### config.mk
export PLATFORM = sky130hd
export DESIGN_NAME = xlat_seq
export DESIGN_NICKNAME = d
export VERILOG_FILES = /design/src/rtl/xlat_seq_pkg.sv /design/src/rtl/xlat_sec_rules.sv /design/src/rtl/xlat_attr_merge.sv /design/src/rtl/xlat_seq.sv
export SDC_FILE = /design/constraint.sdc
export NUM_CORES = 1
export LEC_CHECK = 0
export BUFFER_PORTS_ARGS = -buffer_cell sky130_fd_sc_hd__clkbuf_2
export CAP_MARGIN = 20
export CORE_MARGIN = 2
export CORE_UTILIZATION = 40
export CTS_CLUSTER_DIAMETER = 200
export DETAILED_ROUTE_END_ITERATION = 8
export GPL_TIMING_DRIVEN = 1
export HOLD_SLACK_MARGIN = 0.15
export PLACE_DENSITY = 0.69
export SYNTH_ARGS = -nofsm -noshare
export SYNTH_HDL_FRONTEND = slang
export SYNTH_SLANG_ARGS = --single-unit
### constraint.sdc
create_clock -name clk -period 1.8 [get_ports clk]
set_input_delay 0.18 -clock clk [delete_from_list [all_inputs] [get_ports clk]]
set_output_delay 0.18 -clock clk [all_outputs]
set_load 0.03 [all_outputs]
### src/rtl/xlat_seq_pkg.sv
package xlat_seq_pkg;
  localparam int PERM_W = 3;
  localparam int ATTR_W = 8;
  localparam int SH_W   = 2;
  localparam int NIB_W  = ATTR_W / 2;

  typedef enum logic [2:0] {
    ST_IDLE,
    ST_S1_REQ,
    ST_S1_WAIT,
    ST_S2_REQ,
    ST_S2_WAIT,
    ST_DONE
  } seq_state_e;

  localparam logic [1:0] FLT_NONE   = 2'd0;
  localparam logic [1:0] FLT_S1     = 2'd1;
  localparam logic [1:0] FLT_S2     = 2'd2;
  localparam logic [1:0] FLT_SECIPA = 2'd3;

  localparam logic [SH_W-1:0] SH_NONE  = 2'd0;
  localparam logic [SH_W-1:0] SH_OUTER = 2'd2;
  localparam logic [SH_W-1:0] SH_INNER = 2'd3;

  localparam logic [ATTR_W-1:0] ATTR_TAGGED = 8'hF0;
  localparam logic [ATTR_W-1:0] ATTR_WB_ALL = 8'hFF;
endpackage

### src/rtl/xlat_sec_rules.sv
module xlat_sec_rules (
  input  logic sec_below_top,
  input  logic ipa_secure,
  input  logic sipa_walk_ns,
  input  logic nsipa_walk_ns,
  input  logic sipa_out_ns,
  input  logic nsipa_out_ns,
  output logic pre_secure,
  output logic post_secure,
  output logic illegal
);
  always_comb begin
    illegal = !sec_below_top && ipa_secure;
    if (sec_below_top) begin
      pre_secure  = ipa_secure ? !sipa_walk_ns : !nsipa_walk_ns;
      post_secure = ipa_secure ? !(sipa_out_ns | sipa_walk_ns)
                               : !(nsipa_out_ns | nsipa_walk_ns | sipa_out_ns | sipa_walk_ns);
    end else begin
      pre_secure  = 1'b0;
      post_secure = 1'b0;
    end
  end
endmodule

### src/rtl/xlat_attr_merge.sv
module xlat_attr_merge
  import xlat_seq_pkg::*;
(
  input  logic              force_wb,
  input  logic [PERM_W-1:0] s1_perm,
  input  logic [ATTR_W-1:0] s1_attr,
  input  logic [SH_W-1:0]   s1_sh,
  input  logic [PERM_W-1:0] s2_perm,
  input  logic [ATTR_W-1:0] s2_attr,
  input  logic [SH_W-1:0]   s2_sh,
  output logic [PERM_W-1:0] perm_o,
  output logic [ATTR_W-1:0] attr_o,
  output logic [SH_W-1:0]   sh_o
);
  logic [ATTR_W-1:0] s1_attr_adj;
  logic [SH_W-1:0]   s1_sh_adj;
  logic              s2_device;

  for (genvar i = 0; i < PERM_W; i++) begin : g_perm
    assign perm_o[i] = s1_perm[i] & s2_perm[i];
  end

  always_comb begin
    if (force_wb) begin
      s1_attr_adj = (s1_attr == ATTR_TAGGED) ? ATTR_TAGGED : ATTR_WB_ALL;
      s1_sh_adj   = SH_NONE;
    end else begin
      s1_attr_adj = s1_attr;
      s1_sh_adj   = s1_sh;
    end
    s2_device = (s2_attr[ATTR_W-1 -: NIB_W] == '0);
    attr_o    = s2_device ? s2_attr : s1_attr_adj;
    if (s1_sh_adj == SH_OUTER || s2_sh == SH_OUTER)
      sh_o = SH_OUTER;
    else if (s1_sh_adj == SH_INNER || s2_sh == SH_INNER)
      sh_o = SH_INNER;
    else
      sh_o = SH_NONE;
  end
endmodule

### src/rtl/xlat_seq.sv
module xlat_seq
  import xlat_seq_pkg::*;
#(
  parameter int VA_W  = 32,
  parameter int IPA_W = 40,
  parameter int PA_W  = 40
) (
  input  logic              clk,
  input  logic              rst,
  input  logic              req_valid,
  output logic              req_ready,
  input  logic [VA_W-1:0]   req_va,
  input  logic [1:0]        req_acc,
  input  logic              req_two_stage,
  input  logic              cfg_has_s2_level,
  input  logic              cfg_sec_below_top,
  input  logic              cfg_s2_en,
  input  logic              cfg_force_wb,
  input  logic              cfg_sipa_walk_ns,
  input  logic              cfg_nsipa_walk_ns,
  input  logic              cfg_sipa_out_ns,
  input  logic              cfg_nsipa_out_ns,
  output logic              s1_req_valid,
  input  logic              s1_req_ready,
  output logic [VA_W-1:0]   s1_req_va,
  output logic [1:0]        s1_req_acc,
  input  logic              s1_rsp_valid,
  input  logic [IPA_W-1:0]  s1_rsp_addr,
  input  logic [2:0]        s1_rsp_perm,
  input  logic [7:0]        s1_rsp_attr,
  input  logic [1:0]        s1_rsp_sh,
  input  logic              s1_rsp_secure,
  input  logic              s1_rsp_fault,
  output logic              s2_req_valid,
  input  logic              s2_req_ready,
  output logic [IPA_W-1:0]  s2_req_addr,
  output logic [1:0]        s2_req_acc,
  output logic              s2_req_secure,
  input  logic              s2_rsp_valid,
  input  logic [PA_W-1:0]   s2_rsp_addr,
  input  logic [2:0]        s2_rsp_perm,
  input  logic [7:0]        s2_rsp_attr,
  input  logic [1:0]        s2_rsp_sh,
  input  logic              s2_rsp_fault,
  output logic              done,
  output logic [PA_W-1:0]   out_pa,
  output logic [2:0]        out_perm,
  output logic              out_secure,
  output logic [7:0]        out_attr,
  output logic [1:0]        out_sh,
  output logic [1:0]        out_fault_code,
  output logic [IPA_W-1:0]  out_fault_ipa
);
  seq_state_e state;

  // captured request and configuration
  logic [VA_W-1:0]  va_q;
  logic [1:0]       acc_q;
  logic             two_q, hyp_q, below_q, s2en_q, fwb_q;
  logic             sw_q, nsw_q, sa_q, nsa_q;

  // captured stage-1 result
  logic [IPA_W-1:0]  ipa_q;
  logic [PERM_W-1:0] s1_perm_q;
  logic [ATTR_W-1:0] s1_attr_q;
  logic [SH_W-1:0]   s1_sh_q;
  logic              s1_sec_q;
  logic              s2_sec_q;

  logic              two_eff;
  logic              ipa_sec_sel;
  logic              pre_sec, post_sec, sec_illegal;
  logic [PERM_W-1:0] mrg_perm;
  logic [ATTR_W-1:0] mrg_attr;
  logic [SH_W-1:0]   mrg_sh;
  logic              s1_early;

  assign two_eff     = two_q & hyp_q;
  assign ipa_sec_sel = (state == ST_S1_WAIT) ? s1_rsp_secure : s1_sec_q;
  assign s1_early    = s1_rsp_fault | !two_eff | !s2en_q;

  xlat_sec_rules u_sec (
    .sec_below_top (below_q),
    .ipa_secure    (ipa_sec_sel),
    .sipa_walk_ns  (sw_q),
    .nsipa_walk_ns (nsw_q),
    .sipa_out_ns   (sa_q),
    .nsipa_out_ns  (nsa_q),
    .pre_secure    (pre_sec),
    .post_secure   (post_sec),
    .illegal       (sec_illegal)
  );

  xlat_attr_merge u_merge (
    .force_wb (fwb_q),
    .s1_perm  (s1_perm_q),
    .s1_attr  (s1_attr_q),
    .s1_sh    (s1_sh_q),
    .s2_perm  (s2_rsp_perm),
    .s2_attr  (s2_rsp_attr),
    .s2_sh    (s2_rsp_sh),
    .perm_o   (mrg_perm),
    .attr_o   (mrg_attr),
    .sh_o     (mrg_sh)
  );

  assign req_ready     = (state == ST_IDLE);
  assign done          = (state == ST_DONE);
  assign s1_req_valid  = (state == ST_S1_REQ);
  assign s1_req_va     = va_q;
  assign s1_req_acc    = acc_q;
  assign s2_req_valid  = (state == ST_S2_REQ);
  assign s2_req_addr   = ipa_q;
  assign s2_req_acc    = acc_q;
  assign s2_req_secure = s2_sec_q;

  always_ff @(posedge clk) begin
    if (rst) begin
      state          <= ST_IDLE;
      va_q           <= '0;
      acc_q          <= '0;
      two_q          <= 1'b0;
      hyp_q          <= 1'b0;
      below_q        <= 1'b0;
      s2en_q         <= 1'b0;
      fwb_q          <= 1'b0;
      sw_q           <= 1'b0;
      nsw_q          <= 1'b0;
      sa_q           <= 1'b0;
      nsa_q          <= 1'b0;
      ipa_q          <= '0;
      s1_perm_q      <= '0;
      s1_attr_q      <= '0;
      s1_sh_q        <= '0;
      s1_sec_q       <= 1'b0;
      s2_sec_q       <= 1'b0;
      out_pa         <= '0;
      out_perm       <= '0;
      out_secure     <= 1'b0;
      out_attr       <= '0;
      out_sh         <= '0;
      out_fault_code <= FLT_NONE;
      out_fault_ipa  <= '0;
    end else begin
      case (state)
        ST_IDLE: begin
          if (req_valid) begin
            va_q    <= req_va;
            acc_q   <= req_acc;
            two_q   <= req_two_stage;
            hyp_q   <= cfg_has_s2_level;
            below_q <= cfg_sec_below_top;
            s2en_q  <= cfg_s2_en;
            fwb_q   <= cfg_force_wb;
            sw_q    <= cfg_sipa_walk_ns;
            nsw_q   <= cfg_nsipa_walk_ns;
            sa_q    <= cfg_sipa_out_ns;
            nsa_q   <= cfg_nsipa_out_ns;
            state   <= ST_S1_REQ;
          end
        end
        ST_S1_REQ: begin
          if (s1_req_ready) state <= ST_S1_WAIT;
        end
        ST_S1_WAIT: begin
          if (s1_rsp_valid) begin
            ipa_q     <= s1_rsp_addr;
            s1_perm_q <= s1_rsp_perm;
            s1_attr_q <= s1_rsp_attr;
            s1_sh_q   <= s1_rsp_sh;
            s1_sec_q  <= s1_rsp_secure;
            if (s1_early || sec_illegal) begin
              out_pa        <= PA_W'(s1_rsp_addr);
              out_perm      <= s1_rsp_perm;
              out_secure    <= s1_rsp_secure;
              out_attr      <= s1_rsp_attr;
              out_sh        <= s1_rsp_sh;
              out_fault_ipa <= '0;
              if (s1_rsp_fault)   out_fault_code <= FLT_S1;
              else if (s1_early)  out_fault_code <= FLT_NONE;
              else                out_fault_code <= FLT_SECIPA;
              state <= ST_DONE;
            end else begin
              s2_sec_q <= pre_sec;
              state    <= ST_S2_REQ;
            end
          end
        end
        ST_S2_REQ: begin
          if (s2_req_ready) state <= ST_S2_WAIT;
        end
        ST_S2_WAIT: begin
          if (s2_rsp_valid) begin
            out_pa   <= s2_rsp_addr;
            out_perm <= mrg_perm;
            if (s2_rsp_fault) begin
              out_secure     <= s2_sec_q;
              out_attr       <= s1_attr_q;
              out_sh         <= s1_sh_q;
              out_fault_code <= FLT_S2;
              out_fault_ipa  <= ipa_q;
            end else begin
              out_secure     <= below_q ? post_sec : s2_sec_q;
              out_attr       <= mrg_attr;
              out_sh         <= mrg_sh;
              out_fault_code <= FLT_NONE;
              out_fault_ipa  <= '0;
            end
            state <= ST_DONE;
          end
        end
        ST_DONE: state <= ST_IDLE;
        default: state <= ST_IDLE;
      endcase
    end
  end
endmodule

== Word-level counts from Yosys, hierarchy flattened ==
Cells that the tools add are included.

* Eq/ne operators: 16
* Multiplexer cells: 53
* Bitwise gates (word level): 11
* Reductions and logical operators: 19

{| class="wikitable"
|+ Operators with widths
! cell !! number
|-
| two-way mux 40 bit || 7
|-
| case mux 40 bit (2 select lines) || 2
|-
| two-way mux 8 bit || 6
|-
| two-way mux 3 bit || 9
|-
| two-way mux 2 bit || 13
|-
| case mux 8 bit (2 select lines) || 1
|-
| case mux 3 bit (5 select lines) || 1
|-
| two-way mux 1 bit || 9
|-
| equality test 2 bit, second input constant || 4
|-
| equality test 8 bit, second input constant || 1
|-
| case mux 2 bit (2 select lines) || 2
|-
| zero test 1 bit || 7
|-
| equality test 3 x 2 -> 1 bit, second input constant || 2
|-
| equality test 3 bit, second input constant || 2
|-
| != test 2 x 1 -> 1 bit, second input constant || 3
|-
| != test 2 bit, second input constant || 3
|-
| bitwise OR 1 bit || 6
|-
| case mux 3 bit (2 select lines) || 1
|-
| AND reduction 5 bit || 1
|-
| AND 1 bit || 4
|-
| zero test 4 bit || 1
|-
| two-way mux 4 bit || 1
|-
| AND reduction 2 bit || 2
|-
| AND reduction 4 bit || 1
|-
| 8 further kinds || 10
|}

* Register bits: 197
* Bits of input ports: 159
* Output and inout port bits: 177
* Logic and storage cells: 124

== Logic depth before layout (Yosys ltp) ==
* Depth after elaboration: 9
* Depth in mapped cells: 8

== By module ==
A second synthesis with hierarchy kept.

* Cells, all modules: 959
* Area, all modules: 8,678.3 µm²

{| class="wikitable"
|+ Modules (own cells, without submodules)
! module !! instances !! cells an instance !! area an instance (µm²)
|-
| xlat_seq || 1 || 919 || 8,430.6
|-
| xlat_attr_merge || 1 || 34 || 207.7
|-
| xlat_sec_rules || 1 || 6 || 40.0
|}

== Worst setup path before layout ==
OpenSTA, ideal clock, no wires.

* Kind: reg-to-reg
* Start: register state[2]
* End: register out_fault_code[0]
* Arrival time: 1.515 ns
* Data required time: 1.668 ns
* Slack: 0.153 ns
* Stages on the path, launching flop included: 9
* Period minus slack after synthesis: 1.647 ns
* Cell sequence: dfxtp_1 buf_4 and4bb_2 a21bo_2 and2_1 buf_2 buf_4 nand2_1 a21oi_1

* Cells in the longest elaborated chain, start to end: 6
* Elaborated cells between the ends (all ways): 11
* Classes of those cells: eq/ne (5); mux (2); reduce/logical (4)

{| class="wikitable"
|+ RTL lines
! element !! line !! RTL
|-
| start, declared || xlat_seq.sv:54 || <nowiki>seq_state_e state;</nowiki>
|-
| start signal, assigned || xlat_seq.sv:119 || <nowiki>state <= ST_IDLE;</nowiki>
|-
| start signal, assigned || xlat_seq.sv:159 || <nowiki>state <= ST_S1_REQ;</nowiki>
|-
| start signal, assigned || xlat_seq.sv:163 || <nowiki>if (s1_req_ready) state <= ST_S1_WAIT;</nowiki>
|-
| equality test 3 x 2 -> 1 bit || xlat_seq.sv:79, xlat_seq.sv:145 ||
|-
| two-way mux 1 bit || xlat_seq.sv:79 || <nowiki>assign ipa_sec_sel = (state == ST_S1_WAIT) ? s1_rsp_secure : s1_sec_q;</nowiki>
|-
| logical AND 1 bit || xlat_sec_rules.sv:13 || <nowiki>illegal = !sec_below_top && ipa_secure;</nowiki>
|-
| logical OR 1 bit || xlat_seq.sv:172 || <nowiki>if (s1_early || sec_illegal) begin</nowiki>
|-
| != test 2 x 1 -> 1 bit (no line) || - ||
|-
| AND reduction 4 bit (no line) || - ||
|-
| end signal, assigned || xlat_seq.sv:179 || <nowiki>if (s1_rsp_fault) out_fault_code <= FLT_S1;</nowiki>
|-
| end signal, assigned || xlat_seq.sv:180 || <nowiki>else if (s1_early) out_fault_code <= FLT_NONE;</nowiki>
|-
| end signal, assigned || xlat_seq.sv:181 || <nowiki>else out_fault_code <= FLT_SECIPA;</nowiki>
|-
| end, declared || xlat_seq.sv:51 || <nowiki>output logic [1:0] out_fault_code,</nowiki>
|}

Parallel ways exist; a longest one is shown, timed or not.
A chain may end at the register's enable or synchronous reset.

== Worst setup path after layout ==
* Start: input s1_rsp_fault
* End: register out_fault_ipa[29]

* Cells in the longest elaborated chain, start to end: 5

{| class="wikitable"
|+ RTL lines
! element !! line !! RTL
|-
| start, declared || xlat_seq.sv:33 || <nowiki>input logic s1_rsp_fault,</nowiki>
|-
| bitwise OR 1 bit (2 in series) || xlat_seq.sv:80 || <nowiki>assign s1_early = s1_rsp_fault | !two_eff | !s2en_q;</nowiki>
|-
| logical OR 1 bit || xlat_seq.sv:172 ||
|-
| != test 2 x 1 -> 1 bit (no line) || - ||
|-
| AND reduction 4 bit (no line) || - ||
|-
| end signal, assigned || xlat_seq.sv:201 || <nowiki>out_fault_ipa <= ipa_q;</nowiki>
|-
| end, declared || xlat_seq.sv:52 || <nowiki>output logic [IPA_W-1:0] out_fault_ipa</nowiki>
|}

Every way passes these cells.

==> flow_summary.yaml <==
run_status:
  status: "finished clean"
job:
  maxCapViolCount: 0
cells_and_area:
  drive_above_1_share: 0.295
  fillCellCount: 1695
  stdcell_area_um2: 12000
  nets: 1602
  synthToLayoutAreaGrowth_pct: 53.8
  diodes: 0
  fin_util: 0.622
synth:
  synth_mux_area_frac: 0.00546
  yosysTopAreaCellShare: 0.506
  synthesis.nets: 1150
  synthFlopType: "dfxtp_1"
  async_reset_ff_frac: 0
  syn_area_um2: 7790
  ys_types: 44
  synth_area_leaders: "dfxtp_1 (51%), nand2_1 (16%), a21oi_1 (9.4%), a311oi_1 (4.8%), nor2_1 (2.9%)"
  synth_xor_xnor_area_share: 0
  avgSynthCellArea_um2: 7.87
  synth_edf_count: 0
  synthAdderAreaFrac: 0
  synth_cells: 991
  ys_seq_area_frac: 0.506
  synth_common_cells: "nand2_1 (334), dfxtp_1 (197), a21oi_1 (147)"
  synth_top_family_by_area: "simple AND/OR/NAND/NOR gates"
  synthSimpleGateAreaFrac: 0.252
  synth_compound_area_frac: 0.180
  synth_top_area_cell: "dfxtp_1"
  yosysWarnings: 0
  ys_ff_latch: 197
  synth.most_common_cell: "nand2_1"
detailed_routing:
  via_per_inst: 5.07
  routed_wl_mm: 27.7
  dr_total_vias: 8729
  drc: 0
  ant_nets: 0
  drt-pass1-iter-count: 4
  wire_per_inst_um: 16.1
  drt_iter0_drc: 337
sta:
  clock_skew_ns: 0.0109
  min_period_ns: 1.78
  rsz0062_at_grt: "yes"
  fin_crit_sh: 0.990
  setup_viol: 0
  hold_viol: 0
  slew_headroom: 0.546
  slew_violations: 0
  worstMarginPinSlew_ns: 0.681
  setup_slack_ns: 0.0176
  hold_ws_ns: 0.175
  max_freq_mhz: 561
setup_path:
  crit_required_ns: 2.16
  setup.worst_path.class: "input pin to flop"
  crit_path_max_fanout: 18
  crit_buf_inv: 4
  worstPathArrival_ns: 2.14
  worstPathCellList: "dlygate4sd3_1, clkbuf_2, and4b_2, a21bo_4, nand2_8, buf_6, clkbuf_16, nand3_1, a21oi_1"
  crit_path_max_incr_delay_ns: 0.53
  cp-start-kind: "input pin"
  cp-end-kind: "flop"
  critical-path-top-delay-family: "buffers and inverters"
  slowest_stage: "dlygate4sd3_1"
die:
  die_w_um: 144
  pin_count: 336
  fp.dieArea_um2: 20600
  row_count: 51
  start_util: 0.404
  core-area_um2: 19300
  die_y_um: 144
hold_path:
  min_path_type: "input pin to flop"
place:
  place.detailed.hpwl_mm: 18.1
  placed_cell_area_um2: 9830
  port_buffers: 335
  post-place-ws_ns: -0.0544
  globalplace.congestion: 0.794
grt:
  grt_max_degree: 62
  gr-total-overflow: 0
  grt_antenna_before_repair: 0
  grt_pass1_wl_mm: 41.5
  grt_pass1_vias: 8270
  grtUsageTotal: 0.254
power:
  p_clk_frac: 0.367
  p_leak_uw: 0.00506
  finalPower_uw: 10700
  p_seq_frac: 0.442
  netSwitchingFraction: 0.307
  p_sw_uw: 3270
  pwr-share-comb: 0.191
  intPower_uw: 7380
  max-vdd-ir-drop_mv: 0.654
  p_per_area_nw_per_um2: 888
clock_tree:
  cts-root-buf: "clkbuf_16"
  cts_tree: "yes"
  cts_max_level: 4
  cts_made_buffers: 17
  clk_pin_slew_ns: 0.07
  clk-insertion-delay-late_ns: 0.43
  clock-sinks: 197
  cts.path.max_buffers: 2
-- kinds of logic after synthesis --
family	Yosys count
AND/OR/NAND/NOR	473
AO/OA/AOI/OAI	231
flip-flops	197
buffers and inverters	86
multiplexers	4
-- metrics by stage --
step | TNS, ns | std cells
after floorplan | 0 | 991
after global placement | 0 | 1543
after detailed placement | -0.241 | 1543
after CTS | 0 | 1716
after global routing | -0.124 | 1721
final | 0 | 1721
-- placed cells by master (no fill, tap or decap), types with 2 or more instances in the layout --
master,count
a21oi_1,147
buf_12,11
a311oi_1,41
inv_6,4
dfxtp_1,195
nor2b_1,7
buf_4,22
clkbuf_16,18
dfxtp_2,2
dlygate4sd3_1,142
inv_8,2
nor3b_2,2
clkinv_8,4
o211ai_1,6
nand2b_1,4
a311oi_2,2
o21ai_0,15
o2111ai_1,2
nand2_1,333
inv_1,2
clkinv_4,3
nor2_1,61
a211oi_1,11
buf_6,4
mux2_2,2
nand4b_1,2
buf_16,2
nand3_1,43
clkbuf_2,333
nor3_1,6
-- power groups by stage --
| stage | clock [uW] | sequential, uW | combinational, uW |
|---|---|---|---|
| floorplan | 0 | 5130 | 734 |
| global placement | 0 | 4790 | 1710 |
| detailed placement | 0 | 4800 | 1720 |
| CTS | 3980 | 4700 | 1970 |
| global route | 4190 | 4730 | 2190 |
| finish | 3910 | 4710 | 2040 |
-- flip-flops by register name, summed over array words and instances (netlist names), 2 cells and up --
signal          cells
s1_perm_q           3
s1_req_va          32
out_attr            8
s2_req_addr        40
out_pa             40
out_fault_ipa      40
s1_attr_q           8
out_sh              2
state               3
out_fault_code      2
s1_req_acc          2
s1_sh_q             2
out_perm            3
-- layout make-up --
| type | instances | area [um2] | area share |
|---|---|---|---|
| tap | 265 | 332 | 0.0277 |
| inverter | 2 | 7.51 | 0.000626 |
| sequential | 197 | 3950 | 0.329 |
| clock buffer | 17 | 425 | 0.0355 |
| clock inverter | 15 | 186 | 0.0155 |
| multi-input combinational | 708 | 3470 | 0.290 |
| timing repair buffer | 517 | 3620 | 0.302 |
-- path summary, 6_finish.rpt --
path                            depth (start not counted)                     startpoint  slack [ns]                              to
worst max register to register                          7          state[2]$_SDFFE_PP0P_        0.03  out_fault_ipa[29]$_SDFFE_PP0P_
worst min register to register                          2  out_fault_ipa[1]$_SDFFE_PP0P_        0.45   out_fault_ipa[1]$_SDFFE_PP0P_
worst max-delay path                                    9                   s1_rsp_fault        0.02  out_fault_ipa[29]$_SDFFE_PP0P_
worst min-delay path                                    4                   s2_req_ready        0.17           state[0]$_SDFFE_PP0P_
-- per-layer routing --
layer	part of all wire	vias up	track usage
met1	0.40	4016	0.296
met2	0.49	381	0.436
met4	0.038	0	0.118
met3	0.080	74	0.0686
li1	-	4258	-
met5	0	-	0
-- timing repair --
item                                   CTS  global route
setup endpoints to repair               28            87
gates cloned                             0             1
hold buffers                           141             1
pin swaps                                0             2
buffers inserted                         0             3
endpoints found under the hold margin  152             1
gates resized for setup                  5            16
-- tightest hold or removal path: stages --
cell,delay [ns]
clkbuf_2,0.08
a211oi_1,0.08
a21oi_1,0.14
a21oi_1,0.08
Note: power is estimated with default switching activity, not from simulation.
